File: config.mk
export PLATFORM = sky130hd
export DESIGN_NAME = door_opener_seq
export DESIGN_NICKNAME = d
export VERILOG_FILES = /design/src/rtl/door_seq_pkg.sv /design/src/rtl/dso_press_detect.sv /design/src/rtl/dso_run_timer.sv /design/src/rtl/dso_window_out.sv /design/src/rtl/door_opener_seq.sv
export SDC_FILE = /design/constraint.sdc
export NUM_CORES = 1
export LEC_CHECK = 0
export ABC_AREA = 1
export BUFFER_PORTS_ARGS = -buffer_cell sky130_fd_sc_hd__buf_2
export CAP_MARGIN = 30
export CORE_AREA = 4 4 41 43
export CTS_BUF_LIST = sky130_fd_sc_hd__clkbuf_8
export DETAILED_ROUTE_END_ITERATION = 8
export DIE_AREA = 0 0 45 47
export PLACE_DENSITY = 0.64
export SYNTH_ARGS = -nofsm -noshare
export SYNTH_HDL_FRONTEND = slang
export SYNTH_SLANG_ARGS = --single-unit
File: constraint.sdc
create_clock -name clk -period 1 [get_ports clk]
set_input_delay 0.15 -clock clk [delete_from_list [all_inputs] [get_ports clk]]
set_output_delay 0.15 -clock clk [all_outputs]
set_load 0.005 [all_outputs]
File: src/rtl/door_seq_pkg.sv
package door_seq_pkg;

  // Bits needed to hold values 0..max_val, at least one.
  function automatic int cnt_bits(input int max_val);
    int w;
    w = 1;
    while ((1 << w) <= max_val) w++;
    return w;
  endfunction

endpackage

File: src/rtl/dso_press_detect.sv
module dso_press_detect #(
  parameter int SYNC_STAGES = 2
) (
  input  logic clk,
  input  logic rst,
  input  logic btn_i,
  output logic press_o
);

  logic btn_s;
  logic prev_q;

  generate
    if (SYNC_STAGES == 0) begin : g_nosync
      assign btn_s = btn_i;
    end else begin : g_sync
      logic [SYNC_STAGES-1:0] sync_q;
      // Reset to 1 so that a button held through reset is not a press.
      always_ff @(posedge clk) begin
        if (rst) sync_q <= '1;
        else     sync_q <= {sync_q[SYNC_STAGES-2 >= 0 ? SYNC_STAGES-2 : 0 : 0], btn_i} & {SYNC_STAGES{1'b1}};
      end
      assign btn_s = sync_q[SYNC_STAGES-1];
    end
  endgenerate

  always_ff @(posedge clk) begin
    if (rst) prev_q <= 1'b1;
    else     prev_q <= btn_s;
  end

  assign press_o = btn_s & ~prev_q;

  AST_PRESS_SINGLE: assert property (@(posedge clk) disable iff (rst)
    press_o |=> !press_o);

endmodule

File: src/rtl/dso_run_timer.sv
module dso_run_timer #(
  parameter int CW        = 4,
  parameter int END_TICKS = 14
) (
  input  logic          clk,
  input  logic          rst,
  input  logic          start_i,
  input  logic          tick_i,
  output logic          run_o,
  output logic          run_nxt_o,
  output logic [CW-1:0] cnt_nxt_o
);

  localparam logic [CW-1:0] LAST = CW'(END_TICKS - 1);

  logic          run_q;
  logic [CW-1:0] cnt_q;
  logic          run_n;
  logic [CW-1:0] cnt_n;

  always_comb begin
    run_n = run_q;
    cnt_n = cnt_q;
    if (!run_q) begin
      if (start_i) begin
        run_n = 1'b1;
        cnt_n = '0;
      end
    end else if (tick_i) begin
      if (cnt_q == LAST) begin
        run_n = 1'b0;
        cnt_n = '0;
      end else begin
        cnt_n = cnt_q + 1'b1;
      end
    end
  end

  always_ff @(posedge clk) begin
    if (rst) begin
      run_q <= 1'b0;
      cnt_q <= '0;
    end else begin
      run_q <= run_n;
      cnt_q <= cnt_n;
    end
  end

  assign run_o     = run_q;
  assign run_nxt_o = run_n;
  assign cnt_nxt_o = cnt_n;

  AST_CNT_BOUND: assert property (@(posedge clk) disable iff (rst)
    cnt_q <= LAST);
  AST_IDLE_ZERO: assert property (@(posedge clk) disable iff (rst)
    !run_q |-> cnt_q == '0);
  AST_HOLD_NO_TICK: assert property (@(posedge clk) disable iff (rst)
    (run_q && !tick_i) |=> (run_q && $stable(cnt_q)));
  AST_BUSY_IGNORES_START: assert property (@(posedge clk) disable iff (rst)
    (run_q && start_i && !tick_i) |=> $stable(cnt_q));

endmodule

File: src/rtl/dso_window_out.sv
module dso_window_out #(
  parameter int CW     = 4,
  parameter int ON_AT  = 0,
  parameter int OFF_AT = 10
) (
  input  logic          clk,
  input  logic          rst,
  input  logic          run_nxt_i,
  input  logic [CW-1:0] cnt_nxt_i,
  output logic          door_o
);

  localparam logic [CW-1:0] OFF_W = CW'(OFF_AT);

  logic lo_ok;

  generate
    if (ON_AT == 0) begin : g_from_start
      assign lo_ok = 1'b1;
    end else begin : g_delayed
      localparam logic [CW-1:0] ON_W = CW'(ON_AT);
      assign lo_ok = (cnt_nxt_i >= ON_W);
    end
  endgenerate

  always_ff @(posedge clk) begin
    if (rst) door_o <= 1'b0;
    else     door_o <= run_nxt_i & lo_ok & (cnt_nxt_i < OFF_W);
  end

endmodule

File: src/rtl/door_opener_seq.sv
module door_opener_seq
  import door_seq_pkg::*;
#(
  parameter int SYNC_STAGES  = 2,
  parameter int D2_ON_TICKS  = 2,
  parameter int D1_OFF_TICKS = 10,
  parameter int END_TICKS    = 14
) (
  input  logic clk,
  input  logic rst,
  input  logic tick_i,
  input  logic btn_i,
  output logic door1_o,
  output logic door2_o,
  output logic busy_o
);

  localparam int CW     = cnt_bits(END_TICKS);
  localparam int NDOORS = 2;

  logic          press_w;
  logic          run_w;
  logic          run_nxt_w;
  logic [CW-1:0] cnt_nxt_w;
  logic [NDOORS-1:0] door_w;

  dso_press_detect #(.SYNC_STAGES(SYNC_STAGES)) i_press (
    .clk     (clk),
    .rst     (rst),
    .btn_i   (btn_i),
    .press_o (press_w)
  );

  dso_run_timer #(.CW(CW), .END_TICKS(END_TICKS)) i_timer (
    .clk       (clk),
    .rst       (rst),
    .start_i   (press_w),
    .tick_i    (tick_i),
    .run_o     (run_w),
    .run_nxt_o (run_nxt_w),
    .cnt_nxt_o (cnt_nxt_w)
  );

  // Door 0 window [0, D1_OFF), door 1 window [D2_ON, END).
  for (genvar g = 0; g < NDOORS; g++) begin : g_door
    dso_window_out #(
      .CW     (CW),
      .ON_AT  (g == 0 ? 0 : D2_ON_TICKS),
      .OFF_AT (g == 0 ? D1_OFF_TICKS : END_TICKS)
    ) i_win (
      .clk       (clk),
      .rst       (rst),
      .run_nxt_i (run_nxt_w),
      .cnt_nxt_i (cnt_nxt_w),
      .door_o    (door_w[g])
    );
  end

  assign door1_o = door_w[0];
  assign door2_o = door_w[1];
  assign busy_o  = run_w;

  AST_START_RESP: assert property (@(posedge clk) disable iff (rst)
    (press_w && !busy_o) |=> (busy_o && door1_o));
  AST_D1_NEEDS_BUSY: assert property (@(posedge clk) disable iff (rst)
    door1_o |-> busy_o);
  AST_D2_NEEDS_BUSY: assert property (@(posedge clk) disable iff (rst)
    door2_o |-> busy_o);
  AST_END_ALL_OFF: assert property (@(posedge clk) disable iff (rst)
    $fell(busy_o) |-> (!door1_o && !door2_o));

  generate
    if (D2_ON_TICKS > 0) begin : g_stagger_chk
      AST_D2_LATE: assert property (@(posedge clk) disable iff (rst)
        $rose(door2_o) |-> (busy_o && $past(busy_o)));
    end
  endgenerate

endmodule

After elaboration in Yosys (flattened, before gate mapping) --
Cells that the tools add are included.
Storage, ports and cells: word-level logic and storage cells 24, flip-flop bits (word level) 10, input port bits 4, output and inout port bits 3
Operators by class: magnitude comparators 3, bitwise gates (word level) 5, eq/ne operators 1, mux-type cells 8, add/sub/neg operators 1
Operators by type and width (number):
- 2-to-1 mux 4 bit | 4
- < comparator 4 bit, second input constant | 2
- adder 4 x 1 -> 4 bit, second input constant | 1
- AND 1 bit | 4
- == test 4 bit, second input constant | 1
- greater-or-equal comparator 4 x 2 -> 1 bit, second input constant | 1
- 2-to-1 mux 1 bit | 4
- NOT 1 bit | 1

Depth between registers and ports, before layout --
Gate-level depths: netlist (run 1).
depth after elaboration 7, depth in mapped cells 10

Modules after synthesis --
A second synthesis (run 1) with hierarchy kept.
Unflattened totals: cell total of the unflattened synthesis 73, area, all modules 460.4 µm²
By module, submodules not included:
- dso_run_timer | instances 1, cells an instance 45, area each 270.3 µm², seq. area each 100.1 µm²
- dso_press_detect | instances 1, cells an instance 11, area each 92.6 µm², seq. area each 60.1 µm²
- dso_window_out at g_door[1].i_win | instances 1, cells an instance 10, area each 55.1 µm², seq. area each 20.0 µm²
- dso_window_out at g_door[0].i_win | instances 1, cells an instance 7, area each 42.5 µm², seq. area each 20.0 µm²

Worst setup path after synthesis (run 1) --
OpenSTA, ideal clock, no wires.
path type reg-to-reg, start register i_timer.cnt_q[0], end register g_door[1].i_win.door_o, library setup time 0.114 ns, setup slack -0.084 ns, stages on the path, launching flop included 8, path buffers 0, data arrival time 0.970 ns, path through dfxtp_1 > nand2_2 > nor2_4 > o21ai_1 > nand2_2 > nand3_1 > nor2_1 > nor2_2
Between the ends: word-level cells in the longest chain between the ends 7, elaborated cells on any way between the ends 13, classes of those cells 1 x add/sub; 2 x order compare; 1 x eq/ne; 7 x mux; 2 x bitwise
RTL lines:
- from (decl) | line dso_run_timer.sv:17 | logic [CW-1:0] cnt_q;
- from (signal assigned) | line dso_run_timer.sv:45 | cnt_q <= cnt_n;
- adder 4 x 1 -> 4 bit or == test 4 bit (tied branches) | line dso_run_timer.sv:34, dso_run_timer.sv:30
- 2-to-1 mux 4 bit | line dso_run_timer.sv:30 | if (cnt_q == LAST) begin
- 2-to-1 mux 4 bit | line dso_run_timer.sv:29 | end else if (tick_i) begin
- 2-to-1 mux 4 bit | line dso_run_timer.sv:24 | if (!run_q) begin
- greater-or-equal comparator 4 x 2 -> 1 bit | line dso_window_out.sv:22 | assign lo_ok = (cnt_nxt_i >= ON_W);
- AND 1 bit | line dso_window_out.sv:28 | else door_o <= run_nxt_i & lo_ok & (cnt_nxt_i < OFF_W);
- AND 1 bit (*) | line dso_window_out.sv:28
- to (signal assigned) | line dso_window_out.sv:28
- to (decl) | line dso_window_out.sv:10 | output logic door_o
Every way passes the cells marked *; elsewhere a longest branch is shown, timed or not. A chain may end at the register's enable or synchronous reset.

Worst setup path in the final report (run 1) --
Ends and elaborated chain as after synthesis.

==> results.py, run 1 <==
metrics = {
    "hold_path": {
        "holdPathStages": 2,
        "min_from": "btn_i",
        "hold_class": "in -> reg",
        "holdPathEnd": "i_press.g_sync.sync_q[0]",
    },
    "run_status": {
        "violations": "setup timing",
        "status": "finished with violations",
    },
    "sta": {
        "slew_violations": 0,
        "final.setup_skew_ns": 0.0006172,
        "final_hold_viol_count": 0,
        "worst_pin_slew_ns": 0.2046,
        "fin_crit_ns": 1.112,
        "final-setup-viol-count": 5,
        "rsz0062_at_grt": "true",
        "timing.final.ws_setup_ns": -0.1123,
        "maxSlewHeadroom": 0.8636,
        "fmax_mhz": 899.1,
        "fin_crit_sh": 1.112,
    },
    "die": {
        "start_util": 0.3894,
        "die_area_sq_mm": 0.002115,
        "core_sq_mm": 0.001301,
        "row_count": 13,
        "die_y_um": 47,
        "dieWidth_um": 45,
        "ios": 7,
    },
    "cts": {
        "clockBufferDepth": 2,
        "clock_latency_ns": 0.23,
        "clk_pin_slew_worst_paths_ns": 0.05,
        "cts_sinks": 10,
        "cts_tree": "done",
        "htreeDepth": 1,
        "cts_buffers": 3,
        "cts_root_buf": "clkbuf_8",
        "postCtsHoldBufs": 0,
    },
    "global_routing": {
        "grt_max_degree": 9,
        "grt_usage": 0.1427,
        "globalRouteOverflowTotal": 0,
        "grt_pass1_wl_um": 2070,
        "grt_pass1_vias": 469,
        "antenna_found_initial": 0,
    },
    "worst_setup_path": {
        "crit_slowest_cell": "dfxtp_4",
        "path_buf_inv": 1,
        "arrival_ns": 1.24,
        "cpLargestDelayFamily": "simple AND/OR/NAND/NOR gates",
        "ff2ff_setup_slack_ns": -0.11,
        "crit_start": "i_timer.cnt_q[0]",
        "cp.required_ns": 1.13,
        "cp_max_fo": 5,
        "r2r_end": "g_door[1].i_win.door_o",
        "end_kind": "register",
        "reg2reg_depth": 9,
        "worstPathCellList": "inv_2, nor2_2, nand2_2, nand2_2, nand2_2, nand2_4, nand3_2, nor2_2, nor2_2",
        "critical_path_class": "reg -> reg",
        "crit_path_start_kind": "register",
        "r2r-start": "i_timer.cnt_q[0]",
        "crit_path_max_incr_delay_ns": 0.38,
    },
    "yosys": {
        "syn_nets": 75,
        "synth_area_leader_cell": "dfxtp_1",
        "yosysWarnings": 0,
        "synth_seq_cells": 10,
        "syn_area_sq_um": 506.7,
        "synthCells": 71,
        "ys_top_cells_by_area": "dfxtp_1 (40%), nand2_1 (13%), inv_1 (6.7%)",
        "synth.avg_cell_area_sq_um": 7.137,
        "ys_seq_area_frac": 0.3951,
        "yosysUniqueCellTypes": 19,
        "netlist.area_leader.share": 0.3951,
    },
    "drt": {
        "drt-wirelength-per-cell_um": 11.54,
        "drt-initial-drc-count": 3,
        "route.detailed.drc": 0,
        "dr.pass1.iters": 4,
        "vias": 493,
        "wl_um": 1212,
        "ant_nets": 0,
        "vias_per_cell": 4.695,
    },
    "cells_and_area": {
        "nNetsFinal": 95,
        "n_antenna_cell": 0,
        "final_core_util": 0.6087,
        "fin_cells": 105,
        "area_delta_synth_final_pct": 56.30,
        "drive_above_1_share": 0.6556,
    },
    "place": {
        "place_congestion": 0.8104,
        "numPortBuffers": 6,
        "dp.cells": 100,
        "dp_hpwl_um": 803.2,
    },
    "power_and_ir_drop": {
        "leakage_nw": 0.3582,
        "power.total_mw": 0.8859,
        "cellPowerDensity_mw_per_mm2": 1119,
        "peakVddDrop_uv": 963.9,
    },
    "run": {
        "maxCapViolCount": 0,
    },
}
worst register-to-register path, delay by kind of cell (launching register included):
kind	cells	cell delay [ns]
buffers and inverters	1	0.04
DFF	1	0.38
and+or+nand+nor	8	0.59
power by group:
| group | switching [mW] | internal [mW] |
|---|---|---|
| registers | 0.00700 | 0.399 |
| logic | 0.0331 | 0.0262 |
| clock network | 0.152 | 0.268 |
| total | 0.192 | 0.694 |
cells in the mapped netlist:
master,n
dfxtp_1,10
nand2_2,5
or2_2,3
nor2_1,8
nor3_4,1
nor2_2,3
nor2_4,1
o22ai_1,1
nand2_1,17
inv_2,2
nor3_1,1
xor2_1,1
nand3_1,4
inv_1,9
o21bai_2,1
a21oi_1,1
o21ai_2,1
o21ai_1,1
o21ai_0,1
through the flow:
| stage | setup slack [ns] | instance area, sq um | hold WS, ns | TNS [ns] |
|---|---|---|---|---|
| floorplan | -0.02776 | 545.5 | 0.2117 | -0.03448 |
| global placement | -0.1262 | 654.4 | 0.3344 | -0.3414 |
| detailed placement | -0.1214 | 654.4 | 0.3381 | -0.3371 |
| CTS | -0.1151 | 743.2 | 0.09757 | -0.3137 |
| global route | -0.1818 | 792.0 | 0.1104 | -0.7260 |
| finish | -0.1123 | 792.0 | 0.1032 | -0.3707 |
worst max path at each step:
stage / to / slack, ns / depth (start not counted)
after detailed placement: g_door[1].i_win.door_o / -0.12 / 9
after CTS: g_door[0].i_win.door_o / -0.12 / 10
final: g_door[1].i_win.door_o / -0.11 / 9
after global routing: g_door[1].i_win.door_o / -0.18 / 9
after global placement: g_door[1].i_win.door_o / -0.13 / 9
after floorplan: g_door[1].i_win.door_o / -0.03 / 9
metal layers:
metal,global-route usage,routed length [um],up-vias
met2,0.2203,597,11
met1,0.1793,535,222
met5,0,0,-
met4,0.1053,33,0
met3,0.02299,45,6
li1,-,-,254
sequential cells by signal, indices dropped and copies added, names as in the netlist:
signal and cells:
i_press.g_sync.sync_q 2, i_timer.cnt_q 4, i_press.prev_q 1, g_door.i_win.door_o 2
i_timer.run_o 1
layout make-up:
type                    instances  area, sq um
clock inverters                 1        3.754
multi-input cells              50        355.3
inverters                      11        48.80
repair buffers                 15        107.6
clock buffers                   3        41.29
flip-flops and latches         10        216.5
fillers                       122        509.2
well taps                      15        18.77
what timing repair did:
action	CTS	global route
hold endpoints to repair	0	0
endpoints found under the setup margin	5	6
buffers inserted	0	1
pin swaps	10	5
resized for setup	14	12
placed cells by master (no fill, tap or decap), types with 3 or more instances in the layout:
cell | synthesis | routed
dfxtp_1 | 10 | 5
dfxtp_4 | 0 | 4
nor2_2 | 3 | 5
or2_2 | 3 | 3
buf_2 | 0 | 5
clkbuf_8 | 0 | 3
nand2_2 | 5 | 10
inv_2 | 2 | 3
inv_1 | 9 | 7
nor2_1 | 8 | 5
nand2_1 | 17 | 8
nand2_4 | 0 | 4
buf_4 | 0 | 8
cells by family (layout without fill, tap and decap cells):
group | count (synthesis) | after routing | synth area share
flip-flops | 10 | 10 | 0.3951
XOR/XNOR | 1 | 1 | 0.01729
AO/OA/AOI/OAI | 6 | 6 | 0.08146
AND/OR/NAND/NOR | 43 | 43 | 0.4247
buffers and inverters | 11 | 30 | 0.08148
Note: power is estimated with default switching activity, not from simulation.
==> run 2, diff against run 1 <==
--- a/config.mk
+++ b/config.mk
@@ -12,7 +12,8 @@
 export CTS_BUF_LIST = sky130_fd_sc_hd__clkbuf_8
 export DETAILED_ROUTE_END_ITERATION = 8
 export DIE_AREA = 0 0 45 47
-export PLACE_DENSITY = 0.64
+export PLACE_DENSITY = 0.6
 export SYNTH_ARGS = -nofsm -noshare
 export SYNTH_HDL_FRONTEND = slang
+export SYNTH_HIERARCHICAL = 1
 export SYNTH_SLANG_ARGS = --single-unit
==> run 2 against run 1 <==
Effect of this change: largest cell class unchanged; largest power group unchanged; final cell count increased by 3.8%; sequential share of layout area increased by 2.7 points; combinational power decreased by 8.6%; the run still ends with setup timing left.
==> results.py, run 2 <==
metrics = {
    "place": {
        "numPortBuffers": 6,
        "place_congestion": 0.8924,
        "dp_slack_ns": -0.1949,
        "dp_hpwl_um": 736.1,
    },
    "sta": {
        "fin_crit_sh": 1.118,
        "fin_hold_ws_ns": 0.09748,
        "final.setup_skew_ns": 0.0005876,
        "fmax_mhz": 894.3,
        "rsz0062_at_grt": "true",
        "slew_violations": 0,
        "timing.final.ws_setup_ns": -0.1183,
        "fin_tns_setup_ns": -0.3169,
        "final-setup-viol-count": 4,
        "maxSlewHeadroom": 0.8709,
        "worst_pin_slew_ns": 0.1924,
        "fin_crit_ns": 1.118,
        "final_hold_viol_count": 0,
    },
    "worst_setup_path": {
        "arrival_ns": 1.25,
        "critical_path_class": "reg -> reg",
        "cp.required_ns": 1.13,
        "crit_slowest_cell": "dfxtp_4",
        "crit_path_start_kind": "register",
        "crit_path_max_incr_delay_ns": 0.36,
        "worstPathCellList": "inv_2, nor2_4, nand2_2, nand2_1, nand2_1, nand2_2, nand2_2, inv_1, nand2_1, nor2_1, nor2_1",
        "end_kind": "register",
        "cp_max_fo": 5,
        "path_buf_inv": 2,
        "cpLargestDelayFamily": "simple AND/OR/NAND/NOR gates",
    },
    "cells_and_area": {
        "multi_input_area_sq_um": 251.5,
        "n_antenna_cell": 0,
        "nNetsFinal": 99,
        "n_fill_cell": 140,
        "drive_above_1_share": 0.4574,
        "register_area_sq_um": 215.2,
        "area_delta_synth_final_pct": 56.99,
        "layout_common_cells": "nand2_1 (17), inv_1 (12), buf_4 (12), nor2_1 (8)",
        "largest_register_ffs": 4,
        "layout_commonest_cell": "nand2_1",
        "largest_registers": "i_timer/cnt_q x4, g_door.i_win/door_o x2, i_press/g_sync.sync_q x2",
        "top_register": "i_timer/cnt_q",
    },
    "drt": {
        "ant_nets": 0,
        "drt-wirelength-per-cell_um": 9.385,
        "wl_um": 1023,
        "dr.pass1.iters": 4,
        "route.detailed.drc": 0,
        "vias_per_cell": 4.477,
        "drt-initial-drc-count": 7,
        "vias": 488,
    },
    "run": {
        "maxCapViolCount": 0,
    },
    "yosys": {
        "syn_nets": 76,
        "synthCells": 72,
        "syn_area_sq_um": 456.7,
        "synth.avg_cell_area_sq_um": 6.343,
        "yosysWarnings": 6,
    },
    "die": {
        "die_area_sq_mm": 0.002115,
        "core_sq_mm": 0.001301,
        "row_count": 13,
        "dieWidth_um": 45,
        "ios": 7,
        "start_util": 0.3510,
        "die_y_um": 47,
    },
    "hold_path": {
        "hold_class": "in -> reg",
    },
    "cts": {
        "postCtsHoldBufs": 0,
        "clk_pin_slew_worst_paths_ns": 0.05,
        "cts_tree": "done",
        "cts_buffers": 3,
        "clockBufferDepth": 2,
        "htreeDepth": 1,
        "clock_latency_ns": 0.23,
        "cts_root_buf": "clkbuf_8",
        "cts_sinks": 10,
    },
    "global_routing": {
        "grt_pass1_vias": 449,
        "globalRouteOverflowTotal": 0,
        "grt_max_degree": 9,
        "antenna_found_initial": 0,
        "grt_usage": 0.1175,
        "grt_pass1_wl_um": 1704,
    },
    "power_and_ir_drop": {
        "cellPowerDensity_mw_per_mm2": 1338,
        "leakage_nw": 0.3590,
        "peakVddDrop_uv": 771.2,
    },
    "run_status": {
        "violations": "setup timing",
        "status": "finished with violations",
    },
}
==> run 2: worst paths after layout <==
kind / from / endpoint / slack, ns / cells after the start
max: i_timer/cnt_q[0] / g_door[1].i_win/door_o / -0.12 / 11
min: btn_i / i_press/g_sync.sync_q[0] / 0.1 / 3
max reg2reg: i_timer/cnt_q[0] / g_door[1].i_win/door_o / -0.12 / 11
min reg2reg: i_press/g_sync.sync_q[0] / i_press/g_sync.sync_q[1] / 0.40 / 2
==> run 2: cell type report <==
cell class,count,area share
Clock buffer,4,0.07679
Timing Repair Buffer,18,0.1675
Inverter,15,0.07853
Tap cell,15,0.02618
Sequential cell,10,0.3002
Multi-Input combinational cell,47,0.3508
==> run 2: timing repair <==
action / 4_1_cts / 5_1_grt
pin swaps: 1 / 3
setup buffers: 0 / 1
gates resized for setup: 11 / 10
setup endpoints to repair: 5 / 6
==> run 2: power by group <==
part	switching (mW)	leakage (nW)	internal [mW]	total, mW
registers	0.00582	0.0845	0.399	0.405
clock network	0.154	0.0288	0.346	0.500
logic	0.0290	0.246	0.0253	0.0543
total	0.189	0.359	0.770	0.959
==> run 2: per-stage QoR <==
step / utilization / std cells / area [sq um] / total power, mW
after global placement: 0.4558 / 104 / 593.1 / 0.4717
after CTS: 0.5202 / 108 / 676.9 / 0.9815
final: 0.5510 / 109 / 716.9 / 0.9590
after detailed placement: 0.4558 / 104 / 593.1 / 0.4721
after floorplan: - / 72 / 461.7 / 0.4415
after global routing: 0.5510 / 109 / 716.9 / 1.002
==> run 2: worst min-delay path: cells and delay by family <==
family	cells	cell delay, ns
AND/OR/NAND/NOR	1	0.05
buffers and inverters	2	0.11
==> run 2: metal layers <==
layer / global-route usage / up-vias / routed length (um)
met5: 0 / - / 0
met4: 0.1053 / 0 / 28
met3: 0.03448 / 4 / 46
met2: 0.1780 / 8 / 510
met1: 0.1336 / 218 / 438
li1: - / 258 / -
